**config.mk**
```make
export PLATFORM = sky130hd
export DESIGN_NAME = rot_prio_arbiter
export DESIGN_NICKNAME = d
export VERILOG_FILES = /design/src/rtl/arb_pkg.sv /design/src/rtl/arb_ctrl.sv /design/src/rtl/arb_pick.sv /design/src/rtl/arb_datapath.sv /design/src/rtl/rot_prio_arbiter.sv
export SDC_FILE = /design/constraint.sdc
export NUM_CORES = 1
export LEC_CHECK = 0
export BUFFER_PORTS_ARGS = -buffer_cell sky130_fd_sc_hd__buf_2
export CORE_MARGIN = 10
export CORE_UTILIZATION = 55
export DETAILED_ROUTE_END_ITERATION = 8
export GPL_ROUTABILITY_DRIVEN = 0
export PLACE_DENSITY = 0.89
export SYNTH_ARGS = -nofsm -noshare
export SYNTH_HDL_FRONTEND = slang
export SYNTH_SLANG_ARGS = --single-unit
```
**constraint.sdc**
```tcl
create_clock -name clk -period 47.4 [get_ports clk]
set_clock_uncertainty 0.15 [all_clocks]
set_input_delay 4.74 -clock clk [delete_from_list [all_inputs] [get_ports clk]]
set_output_delay 4.74 -clock clk [all_outputs]
set_load 0.01 [all_outputs]
```
**src/rtl/arb_pkg.sv**
```systemverilog
package arb_pkg;

  // Strobes the control stage hands to the datapath each cycle.
  typedef struct packed {
    logic loadIds;   // copy identity numbers into the level registers
    logic commit;    // perform an arbitration round at this edge
    logic clearIdx;  // clear the winner index register
  } arbStrobes_t;

endpackage

```
**src/rtl/arb_ctrl.sv**
```systemverilog
module arb_ctrl
  import arb_pkg::*;
(
  input  logic        rstN,
  input  logic        roundStart,
  input  logic        resync,
  input  logic        anyReq,
  output arbStrobes_t strb
);

  logic inReset;
  logic reloadReq;
  logic roundReq;

  always_comb begin
    inReset   = !rstN;
    // Reload wins over a round in the same cycle.
    reloadReq = inReset || resync;
    roundReq  = roundStart && anyReq && !reloadReq;

    strb          = '0;
    strb.loadIds  = reloadReq;
    strb.commit   = roundReq;
    strb.clearIdx = inReset;
  end

endmodule

```
**src/rtl/arb_pick.sv**
```systemverilog
module arb_pick #(
  parameter int NUM_AGENTS = 16,
  parameter int PRIO_W     = 4,
  localparam int IDX_W     = $clog2(NUM_AGENTS)
) (
  input  logic [NUM_AGENTS*PRIO_W-1:0] prioFlat,
  input  logic [NUM_AGENTS-1:0]        reqVec,
  output logic [IDX_W-1:0]             winIdx,
  output logic                         anyReq
);

  logic [PRIO_W-1:0] prioArr [NUM_AGENTS];

  for (genvar g = 0; g < NUM_AGENTS; g++) begin : g_unpack
    assign prioArr[g] = prioFlat[g*PRIO_W +: PRIO_W];
  end

  logic [PRIO_W-1:0] bestPrio;
  logic [IDX_W-1:0]  bestIdx;
  logic              found;

  // Linear scan from low to high index; ">=" lets a later (higher index)
  // requester take over on equal level.
  always_comb begin
    bestPrio = '0;
    bestIdx  = '0;
    found    = 1'b0;
    for (int i = 0; i < NUM_AGENTS; i++) begin
      if (reqVec[i] && (!found || prioArr[i] >= bestPrio)) begin
        found    = 1'b1;
        bestPrio = prioArr[i];
        bestIdx  = IDX_W'(i);
      end
    end
  end

  assign winIdx = bestIdx;
  assign anyReq = found;

endmodule

```
**src/rtl/arb_datapath.sv**
```systemverilog
module arb_datapath
  import arb_pkg::*;
#(
  parameter int NUM_AGENTS = 16,
  parameter int PRIO_W     = 4,
  localparam int IDX_W     = $clog2(NUM_AGENTS)
) (
  input  logic                         clk,
  input  arbStrobes_t                  strb,
  input  logic [NUM_AGENTS*PRIO_W-1:0] agentIds,
  input  logic [NUM_AGENTS-1:0]        reqVec,
  output logic                         anyReq,
  output logic [NUM_AGENTS-1:0]        grant,
  output logic [IDX_W-1:0]             winnerIdx,
  output logic [NUM_AGENTS*PRIO_W-1:0] prioFlat
);

  localparam logic [PRIO_W-1:0] PRIO_TOP = '1;

  logic [PRIO_W-1:0]     prioReg [NUM_AGENTS];
  logic [IDX_W-1:0]      winIdx;
  logic [NUM_AGENTS-1:0] grantNext;

  for (genvar g = 0; g < NUM_AGENTS; g++) begin : g_pack
    assign prioFlat[g*PRIO_W +: PRIO_W] = prioReg[g];
  end

  arb_pick #(
    .NUM_AGENTS (NUM_AGENTS),
    .PRIO_W     (PRIO_W)
  ) i_pick (
    .prioFlat (prioFlat),
    .reqVec   (reqVec),
    .winIdx   (winIdx),
    .anyReq   (anyReq)
  );

  // One level register per agent.
  for (genvar g = 0; g < NUM_AGENTS; g++) begin : g_level
    logic isWinner;
    assign isWinner = (winIdx == IDX_W'(g));

    always_ff @(posedge clk) begin
      if (strb.loadIds) begin
        prioReg[g] <= agentIds[g*PRIO_W +: PRIO_W];
      end else if (strb.commit && reqVec[g]) begin
        if (isWinner) begin
          prioReg[g] <= '0;
        end else if (prioReg[g] != PRIO_TOP) begin
          prioReg[g] <= prioReg[g] + 1'b1;
        end
      end
    end
  end

  always_comb begin
    grantNext         = '0;
    grantNext[winIdx] = 1'b1;
  end

  always_ff @(posedge clk) begin
    if (strb.commit) begin
      grant <= grantNext;
    end else begin
      grant <= '0;
    end
  end

  always_ff @(posedge clk) begin
    if (strb.clearIdx) begin
      winnerIdx <= '0;
    end else if (strb.commit) begin
      winnerIdx <= winIdx;
    end
  end

endmodule

```
**src/rtl/rot_prio_arbiter.sv**
```systemverilog
module rot_prio_arbiter
  import arb_pkg::*;
#(
  parameter int NUM_AGENTS = 16,
  parameter int PRIO_W     = 4,
  localparam int IDX_W     = $clog2(NUM_AGENTS)
) (
  input  logic                         clk,
  input  logic                         rstN,
  input  logic [NUM_AGENTS*PRIO_W-1:0] agentIds,
  input  logic [NUM_AGENTS-1:0]        reqVec,
  input  logic                         roundStart,
  input  logic                         resync,
  output logic [NUM_AGENTS-1:0]        grant,
  output logic [IDX_W-1:0]             winnerIdx,
  output logic [NUM_AGENTS*PRIO_W-1:0] prioOut
);

  arbStrobes_t strb;
  logic        anyReq;

  arb_ctrl i_ctrl (
    .rstN       (rstN),
    .roundStart (roundStart),
    .resync     (resync),
    .anyReq     (anyReq),
    .strb       (strb)
  );

  arb_datapath #(
    .NUM_AGENTS (NUM_AGENTS),
    .PRIO_W     (PRIO_W)
  ) i_dp (
    .clk       (clk),
    .strb      (strb),
    .agentIds  (agentIds),
    .reqVec    (reqVec),
    .anyReq    (anyReq),
    .grant     (grant),
    .winnerIdx (winnerIdx),
    .prioFlat  (prioOut)
  );

endmodule

```
== Word-level counts from Yosys, hierarchy flattened ==
Memory sizes are Yosys's and may differ from the RTL's.
Cells that the tools add are included.

* Add/sub/neg operators: 16
* Magnitude comparators: 17
* Equality and inequality tests: 31
* Muxes and demuxes: 226
* Bitwise logic cells: 32
* Reductions and logical operators: 68

{| class="wikitable"
|+ Operators by type and width
! operator !! number
|-
| $mux 4 || 61
|-
| $mux 1 || 164
|-
| $add 4x1->4 const B || 16
|-
| $ne 4x4->1 const B || 16
|-
| $ge 4x4->1 || 15
|-
| $logic_and 1x1->1 || 34
|-
| $eq 4x4->1 const B || 8
|-
| $or 1x1->1 || 32
|-
| $logic_not 1->1 || 17
|-
| $eq 4x3->1 const B || 4
|-
| $logic_or 1x1->1 || 16
|-
| $eq 4x2->1 const B || 2
|-
| $lt 4x5->1 const B || 1
|-
| $demux 1 s4 || 1
|-
| $eq 4x1->1 const B || 1
|-
| $ge 4x1->1 const B || 1
|-
| $logic_not 4->1 || 1
|}

* Flip-flop bits (word level): 20
* RAM bits: 64
* Bits of input ports: 84
* Output and inout port bits: 84
* Logic and storage cells: 393
* Memories: 1

{| class="wikitable"
|+ Memory list
! name !! words !! bits a word !! read ports !! clocked after memory_dff !! write ports !! line !! source
|-
| i_dp.prioReg || 16 || 4 || 16 || 0 || 16 || arb_datapath.sv:20 || <nowiki>logic [PRIO_W-1:0] prioReg [NUM_AGENTS];</nowiki>
|}

== Depth between registers and ports, before layout ==
Gate-level depths: netlist (run 1).
An unclocked memory read counts as a cell.

* Depth in word-level cells: 70
* Depth in mapped cells: 126
* Mapped depth without buffers: 118

== Hierarchy ==
From an unflattened synthesis (run 1), not the netlist that was laid out.

* Cells, all modules: 803
* Area, all modules: 7593.5 µm²

{| class="wikitable"
|+ By module, submodules not included
! module !! times used !! cells an instance !! area an instance (µm²) !! sequential area each (µm²)
|-
| arb_datapath || 1 || 410 || 4707.0 || 2322.2
|-
| arb_pick || 1 || 387 || 2844.0 || 0.0
|-
| arb_ctrl || 1 || 6 || 42.5 || 0.0
|}

== Worst setup path after synthesis (run 1) ==
OpenSTA, ideal clock, no wires.

* Path kind: input port to flip-flop
* Start: input reqVec[0]
* End: memory i_dp.prioReg[5][0] (netlist: i_dp.prioReg[0][20]), enable pin
* Setup time: 0.273 ns
* Arrival time: 27.839 ns
* Data required time: 46.977 ns
* Path slack: 19.138 ns
* Cell stages on the path: 115
* Path buffers: 7
* Cell sequence: buf_6 > and2_1 > ha_1 > nor3b_1 > o211ai_1 > a21o_1 > and2_1 > ha_1 > a21o_1 > a31oi_1 > o21a_1 > a31o_2 > ha_1 > a21oi_1 > o21ai_0 > a31o_2 > clkbuf_1 > o21a_1 > [... 79 more ...] > nor2b_1 > o31ai_1 > nand2_1 > a2bb2oi_1 > ha_1 > nand2b_1 > a21o_1 > a21o_1 > a21oi_1 > o21ai_0 > nand2_1 > nand2_1 > nor2_1 > nand3_1 > o311a_1 > and2_4 > buf_6 > or3b_1

{| class="wikitable"
|+ RTL lines
! element !! line !! source
|-
| from (decl) || rot_prio_arbiter.sv:11 || <nowiki>input logic [NUM_AGENTS-1:0] reqVec,</nowiki>
|-
| to (decl) || arb_datapath.sv:20 ||
|}

==> flow_metrics.env, run 1 <==
export IMPL_outcome="finished clean"
export IMPL_crit_path_start_kind="input port"
export IMPL_synth_top_flop_cell="edfxtp_1"
export IMPL_synth_cells=854
export IMPL_cts_tree="yes"
export IMPL_setup_viol=0
export IMPL_worstPathMaxFanout=15
export IMPL_slew_headroom=0.373
export IMPL_synth_area_leaders="edfxtp_1 26%, ha_1 11%, dfxtp_1 5.4%, nand2_1 5.3%, o21ai_0 3.7%"
export IMPL_r2r_start="i_dp.prioReg[0][0]$_DFFE_PP_"
export IMPL_grt_pass1_wl_um=35500
export IMPL_synth_avg_cell_area_um2=8.71
export IMPL_r2r_slack_ns=20.86
export IMPL_cts_buffer_depth=2
export IMPL_dp_hpwl_um=17700
export IMPL_fin_nets=1163
export IMPL_min_to="i_dp.winnerIdx[1]$_SDFFE_PN0N_"
export IMPL_die_x_um=136
export IMPL_routed_wirelength_um=22500
export IMPL_cts_clk_slew_worst_paths_ns=0.07
export IMPL_port_buffers=167
export IMPL_cts_resized=0
export IMPL_cp_data_arrival_time_ns=30.49
export IMPL_syn_num_nets=1006
export IMPL_rr_endpoint="i_dp.prioReg[0][12]$_DFFE_PP_"
export IMPL_async_flop_share=0
export IMPL_cts_root_buf="clkbuf_16"
export IMPL_synth_edff_count=64
export IMPL_io_pins=168
export IMPL_first_pass_iters=6
export IMPL_worstMarginPinSlew_ns=0.932
export IMPL_cpMaxStageDelayCell="o31ai_1"
export IMPL_antenna_found_initial=0
export IMPL_cp_num_buf_inv=4
export IMPL_worstPathRequired_ns=47.31
export IMPL_path_class="input port to flop"
export IMPL_core_um2=13200
export IMPL_hold_class="flop to flop"
export IMPL_drive_gt1_frac=0.219
export IMPL_synth_top_cells_by_count="106 x nand2_1, 68 x ha_1, 64 x edfxtp_1, 55 x o21ai_0, 54 x nand3_1"
export IMPL_ant_nets=0
export IMPL_ctsHoldBuffers=0
export IMPL_diodes=0
export IMPL_clock_sinks=84
export IMPL_yosysUniqueCellTypes=83
export IMPL_track_usage=0.235
export IMPL_grt_setup_unrepaired="no"
export IMPL_max_freq_mhz=32.7
export IMPL_drc_errors=0
export IMPL_yosysWarnings=0
export IMPL_yosysTopAreaCell="edfxtp_1"
export IMPL_grt_pass1_vias=7164
export IMPL_yosysSeqAreaShare=0.312
export IMPL_grt_ovfl_total=0
export IMPL_fin_crit_ns=30.59
export IMPL_cp_depth=111
export IMPL_grt_max_degree=21
export IMPL_synth_most_common_cell="nand2_1"
export IMPL_synth_top_area_share=0.258
export IMPL_avgViaCountPerCell=6.33
export IMPL_syn_area_um2=7440
export IMPL_synth_seq_cells=84
export IMPL_clk_latency_ns=0.36
export IMPL_finalSetupTns_ns=0
export IMPL_die_h_um=136
export IMPL_slowest_delay_ns=0.70
export IMPL_htreeDepth=3
export IMPL_fin_crit_sh=0.645
export IMPL_syn2layout_area_growth_pct=17.4
export IMPL_cp_end_kind="flop"
export IMPL_drt_wirelength_per_cell_um=18.9
export IMPL_rows=42
export IMPL_die_area_um2=18600
export IMPL_reg2regPathDepth=110
export IMPL_hold_viol=0
export IMPL_finalMaxSlewViolations=0
export IMPL_initial_core_util=0.562
export IMPL_crit_family="compound AO/OA/AOI/OAI gates"
export IMPL_cts_buffers=9
export IMPL_drv_cap=0
export IMPL_dr_first_iter_drc_count=695
export IMPL_postCtsSetupRepairBufs=0
export IMPL_cp_common_cell="a21oi_1"
export IMPL_vias=7551
export IMPL_worstHoldStart="i_dp.winnerIdx[1]$_SDFFE_PN0N_"
export IMPL_whs_path_depth=2
final cells by class:
cell class	instances	area, um2
clock buffers	11	254
clock inverters	5	58.8
fillers	1116	4510
inverters	44	165
multi-input cells	702	4850
flip-flops and latches	84	2320
well taps	176	220
repair buffers	170	858
metrics by stage:
stage / hold slack (ns) / worst slack [ns] / cell area, um2 / utilization / cells
global route: 0.381 / 14.82 / 8730 / 0.659 / 1192
global placement: 0.305 / 17.84 / 8420 / 0.636 / 1176
detailed placement: 0.350 / 17.16 / 8420 / 0.636 / 1176
floorplan: 0.345 / 19.14 / 7440 / - / 854
CTS: 0.362 / 17.38 / 8730 / 0.659 / 1192
finish: 0.350 / 16.81 / 8730 / 0.659 / 1192
registers in the layout, indices dropped and copies added (netlist names):
signal	cells
i_dp.prioReg	64
i_dp.grant	16
i_dp.winnerIdx	4
per-layer routing:
layer | GRT usage | share of wire | routed length [um] | up-vias
met5 | 0 | 0 | 0 | -
met4 | 0.0846 | 0.027 | 611 | 0
met3 | 0.0601 | 0.097 | 2190 | 62
met2 | 0.390 | 0.47 | 10600 | 409
met1 | 0.287 | 0.40 | 9090 | 3514
li1 | - | - | - | 3566
cells in the final DEF, fill, tap and decap left out, types with 5 or more instances in the layout:
cell type and instances:
a21o_1 24, a21oi_1 43, a22o_1 13, a31o_2 5, a31oi_1 15, a32o_1 5, and2_1 7, and3_1 8
buf_2 167, clkbuf_16 10, dfxtp_1 20, edfxtp_1 64, ha_1 68, inv_1 44, mux2_2 10, mux2i_1 14
nand2_1 106, nand2b_1 24, nand3_1 54, nand3b_1 5, nand4_1 12, nor2_1 44, nor2b_1 13, nor3_1 14
nor3b_1 9, nor4_1 5, o211ai_1 7, o21a_1 12, o21ai_0 55, o21bai_1 7, o221ai_1 5, o2bb2ai_1 19
xnor2_1 10, xor2_1 12
worst reg2reg max path: cells and delay by family (launching register included):
family | cells | cell delay (ns)
adders and majority gates | 15 | 4.08
buffers and inverters | 3 | 0.21
AOI/OAI and AO/OA | 55 | 13.60
muxes | 6 | 2.37
DFF | 1 | 0.48
and+or+nand+nor | 31 | 5.32
kinds of logic (layout without fill, tap and decap cells):
logic type / Yosys count / in the layout / synth area share
simple gates: 320 / 320 / 0.217
compound gates: 265 / 265 / 0.255
flops: 84 / 84 / 0.312
fa+ha+maj: 68 / 68 / 0.114
buf+inv: 68 / 230 / 0.0365
mux: 27 / 27 / 0.0390
xor+xnor: 22 / 22 / 0.0259
worst max-delay path by stage:
stage | from | endpoint | slack [ns]
3_3_place_gp | reqVec[0] | i_dp.prioReg[0][9]$_DFFE_PP_ | 17.84
6_report | reqVec[0] | i_dp.prioReg[0][12]$_DFFE_PP_ | 16.81
2_1_floorplan | reqVec[0] | i_dp.prioReg[0][20]$_DFFE_PP_ | 19.14
3_5_place_dp | reqVec[0] | i_dp.prioReg[0][14]$_DFFE_PP_ | 17.16
4_1_cts | reqVec[0] | i_dp.prioReg[0][12]$_DFFE_PP_ | 17.38
5_1_grt | reqVec[0] | i_dp.prioReg[0][12]$_DFFE_PP_ | 14.82
Power of run 1 is not shown: default switching activity piles up to over one toggle a cycle in this logic, so the estimate is an artifact.
==> run 2, diff against run 1 <==
clock period = 29.6 ns   (was 47.4 ns; I/O delays follow)
==> run 2 against run 1 <==
Against the previous run:
- non-clock buffer count grew 1
- sequential share of layout area about the same
- register-to-register slack worse by 17 ns
- highest routed layer unchanged
- count of clock-buffer cells in the layout did not move
- critical path type unchanged
- critical path depth decreased by 1
- worst setup slack worse by 15 ns
==> flow_metrics.env, run 2 (synthesized netlist as in run 1, its figures left out) <==
export IMPL_drc_errors=0
export IMPL_initial_core_util=0.562
export IMPL_finalSetupTns_ns=0
export IMPL_slowest_delay_ns=0.50
export IMPL_path_class="input port to flop"
export IMPL_cp_data_arrival_time_ns=27.84
export IMPL_ctsHoldBuffers=0
export IMPL_hold_viol=0
export IMPL_worstPathMaxFanout=15
export IMPL_avgViaCountPerCell=6.37
export IMPL_hold_class="flop to flop"
export IMPL_die_x_um=136
export IMPL_track_usage=0.238
export IMPL_cp_end_kind="flop"
export IMPL_rows=42
export IMPL_crit_path_start_kind="input port"
export IMPL_die_h_um=136
export IMPL_first_pass_iters=6
export IMPL_vias=7598
export IMPL_clock_sinks=84
export IMPL_largest_register="i_dp.prioReg"
export IMPL_cts_buffers=9
export IMPL_io_pins=168
export IMPL_syn2layout_area_growth_pct=17.4
export IMPL_slew_headroom=0.362
export IMPL_cp_num_buf_inv=5
export IMPL_setup_viol=0
export IMPL_drive_gt1_frac=0.223
export IMPL_dp_hpwl_um=18100
export IMPL_crit_family="compound AO/OA/AOI/OAI gates"
export IMPL_drt_wirelength_per_cell_um=19.1
export IMPL_final_cell_mix="167 x buf_2, 106 x nand2_1, 68 x ha_1"
export IMPL_grt_ovfl_total=0
export IMPL_cp_common_cell="ha_1"
export IMPL_worstMarginPinSlew_ns=0.948
export IMPL_cts_tree="yes"
export IMPL_antenna_found_initial=0
export IMPL_outcome="finished clean"
export IMPL_largest_register_ffs=64
export IMPL_dr_first_iter_drc_count=754
export IMPL_cts_root_buf="clkbuf_16"
export IMPL_port_buffers=167
export IMPL_fin_crit_ns=27.91
export IMPL_worstPathRequired_ns=29.53
export IMPL_cpMaxStageDelayCell="o31ai_2"
export IMPL_core_um2=13200
export IMPL_diodes=0
export IMPL_cts_clk_slew_worst_paths_ns=0.06
export IMPL_ant_nets=0
export IMPL_grt_pass1_wl_um=36000
export IMPL_die_area_um2=18600
export IMPL_clk_latency_ns=0.35
export IMPL_top_regs="i_dp.prioReg x64, i_dp.grant x16, i_dp.winnerIdx x4"
export IMPL_cts_buffer_depth=2
export IMPL_max_freq_mhz=35.8
export IMPL_fin_nets=1164
export IMPL_nFillCells=1136
export IMPL_fin_crit_sh=0.943
export IMPL_drv_cap=0
export IMPL_final_common_cell="buf_2"
export IMPL_r2r_slack_ns=3.98
export IMPL_grt_max_degree=21
export IMPL_htreeDepth=3
export IMPL_finalMaxSlewViolations=0
export IMPL_routed_wirelength_um=22800
export IMPL_grt_pass1_vias=7449
## run 2: changes by cell type in the layout (fill, tap and decap cells not counted), sizes merged
cell / change
clkinv: +2
buf: +1
clkinvlp: -2
## run 2: final timing paths
path | end | cells after the start | from
worst max-delay path | i_dp.prioReg[0][21]$_DFFE_PP_ | 110 | reqVec[0]
worst min-delay path | i_dp.winnerIdx[1]$_SDFFE_PN0N_ | 2 | i_dp.winnerIdx[1]$_SDFFE_PN0N_
worst max register to register | i_dp.prioReg[0][21]$_DFFE_PP_ | 109 | i_dp.prioReg[0][0]$_DFFE_PP_
worst min register to register | i_dp.winnerIdx[1]$_SDFFE_PN0N_ | 2 | i_dp.winnerIdx[1]$_SDFFE_PN0N_
## run 2: stage by stage
stage / instance area (um2) / utilization / hold WS, ns / cells / setup slack [ns]
after detailed placement: 8420 / 0.636 / 0.340 / 1176 / 0.889
after floorplan: 7440 / - / 0.345 / 854 / 3.12
final: 8740 / 0.660 / 0.344 / 1193 / 1.69
after global routing: 8740 / 0.660 / 0.385 / 1193 / -0.0291
after CTS: 8710 / 0.658 / 0.352 / 1192 / 1.24
after global placement: 8420 / 0.636 / 0.303 / 1176 / 1.82
## run 2: worst min-delay path, cell delays in order (launching register included)
cell and delay, ns:
dfxtp_1 0.31, nand3_1 0.05, o21ai_0 0.08
## run 2: layout make-up
| class | instances | area, um2 | share of cell area |
|---|---|---|---|
| Multi-Input combinational cell | 702 | 4880 | 0.558 |
| Sequential cell | 84 | 2320 | 0.266 |
| Timing Repair Buffer | 171 | 866 | 0.0991 |
| Clock buffer | 11 | 233 | 0.0266 |
| Tap cell | 176 | 220 | 0.0252 |
| Inverter | 44 | 165 | 0.0189 |
| Clock inverter | 5 | 53.8 | 0.00616 |
## run 2: what timing repair did
item                       in CTS  in global routing
buffers inserted                0                  1
setup endpoints to repair       0                135
resized for setup               0                  5
hold endpoints to repair        0                  0
## run 2: per-layer routing
metal	up-vias	GRT usage	wire, um
met5	-	0	0
met4	0	0.0911	699
met3	60	0.0624	2030
met2	384	0.402	10900
met1	3581	0.282	9190
li1	3573	-	-
Power of run 2 is left out for the same reason.
==> run 3, diff against run 2 <==
CORE_UTILIZATION = 36   (was 55)
PLACE_DENSITY = 0.64   (was 0.89)
==> run 3 against run 2 <==
Against the previous run:
- sequential share of layout area down 0.52 points
- flip-flop and latch count unchanged
- worst setup slack better by 0.33 ns
- count of clock-buffer cells in the layout down 1
- register-to-register slack better by 0.32 ns
- largest cell class unchanged
==> flow_metrics.env, run 3 (synthesized netlist as in run 1, its figures left out) <==
export IMPL_outcome="finished clean"
export IMPL_diodes=0
export IMPL_finalMaxSlewViolations=0
export IMPL_cpMaxStageDelayCell="o311ai_1"
export IMPL_r2r_start="i_dp.prioReg[0][0]$_DFFE_PP_"
export IMPL_clock_sinks=84
export IMPL_path_class="input port to flop"
export IMPL_first_pass_iters=5
export IMPL_rr_endpoint="i_dp.prioReg[0][9]$_DFFE_PP_"
export IMPL_ant_nets=0
export IMPL_cts_tree="yes"
export IMPL_grt_max_degree=22
export IMPL_cp_data_arrival_time_ns=27.54
export IMPL_drv_cap=0
export IMPL_cts_clk_slew_worst_paths_ns=0.07
export IMPL_antenna_found_initial=0
export IMPL_largest_register_ffs=64
export IMPL_cts_root_buf="clkbuf_16"
export IMPL_dr_first_iter_drc_count=413
export IMPL_routed_wirelength_um=23300
export IMPL_place_ws_ns=0.790
export IMPL_vias=7179
export IMPL_drive_gt1_frac=0.225
export IMPL_cts_buffers=9
export IMPL_reg2regPathDepth=108
export IMPL_htreeDepth=3
export IMPL_hold_viol=0
export IMPL_avgViaCountPerCell=5.57
export IMPL_top_regs="i_dp.prioReg x64, i_dp.grant x16, i_dp.winnerIdx x4"
export IMPL_utilization=0.439
export IMPL_syn2layout_area_growth_pct=19.8
export IMPL_worstPathRequired_ns=29.56
export IMPL_grt_pass1_wl_um=36500
export IMPL_track_usage=0.168
export IMPL_grt_pass1_vias=7078
export IMPL_dp_hpwl_um=18900
export IMPL_die_h_um=164
export IMPL_fin_crit_ns=27.58
export IMPL_cts_buffer_depth=2
export IMPL_grt_ovfl_total=0
export IMPL_final_cell_mix="167 x buf_2, 106 x nand2_1, 68 x ha_1"
export IMPL_fin_crit_sh=0.932
export IMPL_rows=52
export IMPL_drt_wirelength_per_cell_um=18.1
export IMPL_worstMarginPinSlew_ns=0.933
export IMPL_largest_register="i_dp.prioReg"
export IMPL_drc_errors=0
export IMPL_die_x_um=164
export IMPL_port_buffers=167
export IMPL_die_area_um2=26800
export IMPL_initial_core_util=0.367
export IMPL_fin_nets=1165
export IMPL_min_to="i_dp.winnerIdx[0]$_SDFFE_PN0N_"
export IMPL_io_pins=168
export IMPL_final_common_cell="buf_2"
export IMPL_finalSetupTns_ns=0
export IMPL_worstPathMaxFanout=15
export IMPL_cp_common_cell="ha_1"
export IMPL_grt_setup_unrepaired="no"
export IMPL_core_um2=20300
export IMPL_max_freq_mhz=36.3
export IMPL_setup_viol=0
export IMPL_fin_ws_ns=2.02
export IMPL_cp_end_kind="flop"
export IMPL_clk_latency_ns=0.36
export IMPL_worstHoldStart="i_dp.winnerIdx[0]$_SDFFE_PN0N_"
export IMPL_hold_class="flop to flop"
export IMPL_crit_path_start_kind="input port"
export IMPL_whs_path_depth=2
export IMPL_r2r_slack_ns=4.30
export IMPL_slew_headroom=0.362
export IMPL_slowest_delay_ns=0.56
==> run 3: layout make-up <==
class | instances | area [um2]
Tap cell | 270 | 338
Fill cell | 2031 | 11400
Sequential cell | 84 | 2320
Timing Repair Buffer | 171 | 866
Multi-Input combinational cell | 703 | 4890
Clock inverter | 6 | 87.6
Clock buffer | 10 | 239
Inverter | 44 | 165
==> run 3: critical path: cells and delay by family <==
family	cells	cell delay, ns
AOI/OAI and AO/OA	55	12.62
adders and majority gates	15	3.98
buffers and inverters	4	0.41
muxes	8	3.03
and+or+nand+nor	27	4.50
==> run 3: repair_timing <==
action,4_1_cts,5_1_grt
buffers inserted,0,1
endpoints found under the setup margin,0,129
hold buffers,0,0
gates resized for setup,0,6
==> run 3: through the flow <==
| step | cell area [um2] | hold slack (ns) | instances |
|---|---|---|---|
| after floorplan | 7440 | 0.345 | 854 |
| after global placement | 8540 | 0.305 | 1270 |
| after detailed placement | 8540 | 0.314 | 1270 |
| after CTS | 8860 | 0.337 | 1286 |
| after global routing | 8910 | 0.365 | 1288 |
| final | 8910 | 0.332 | 1288 |
==> run 3: worst max-delay path by stage <==
stage          startpoint  slack, ns                       endpoint
3_3_place_gp    reqVec[0]       1.32   i_dp.prioReg[0][9]$_DFFE_PP_
5_1_grt         reqVec[0]       0.13  i_dp.prioReg[0][21]$_DFFE_PP_
6_report        reqVec[0]       2.02   i_dp.prioReg[0][9]$_DFFE_PP_
4_1_cts         reqVec[0]       1.09   i_dp.prioReg[0][9]$_DFFE_PP_
2_1_floorplan   reqVec[0]       3.12  i_dp.prioReg[0][20]$_DFFE_PP_
3_5_place_dp    reqVec[0]       0.79   i_dp.prioReg[0][9]$_DFFE_PP_
==> run 3: layer usage <==
metal | vias to the layer above | track usage | routed length (um)
met2 | 220 | 0.279 | 10800
met4 | 0 | 0.0435 | 338
met1 | 3361 | 0.216 | 10600
met3 | 28 | 0.0388 | 1560
li1 | 3570 | - | -
met5 | - | 0 | 0
Power of run 3 is left out for the same reason.
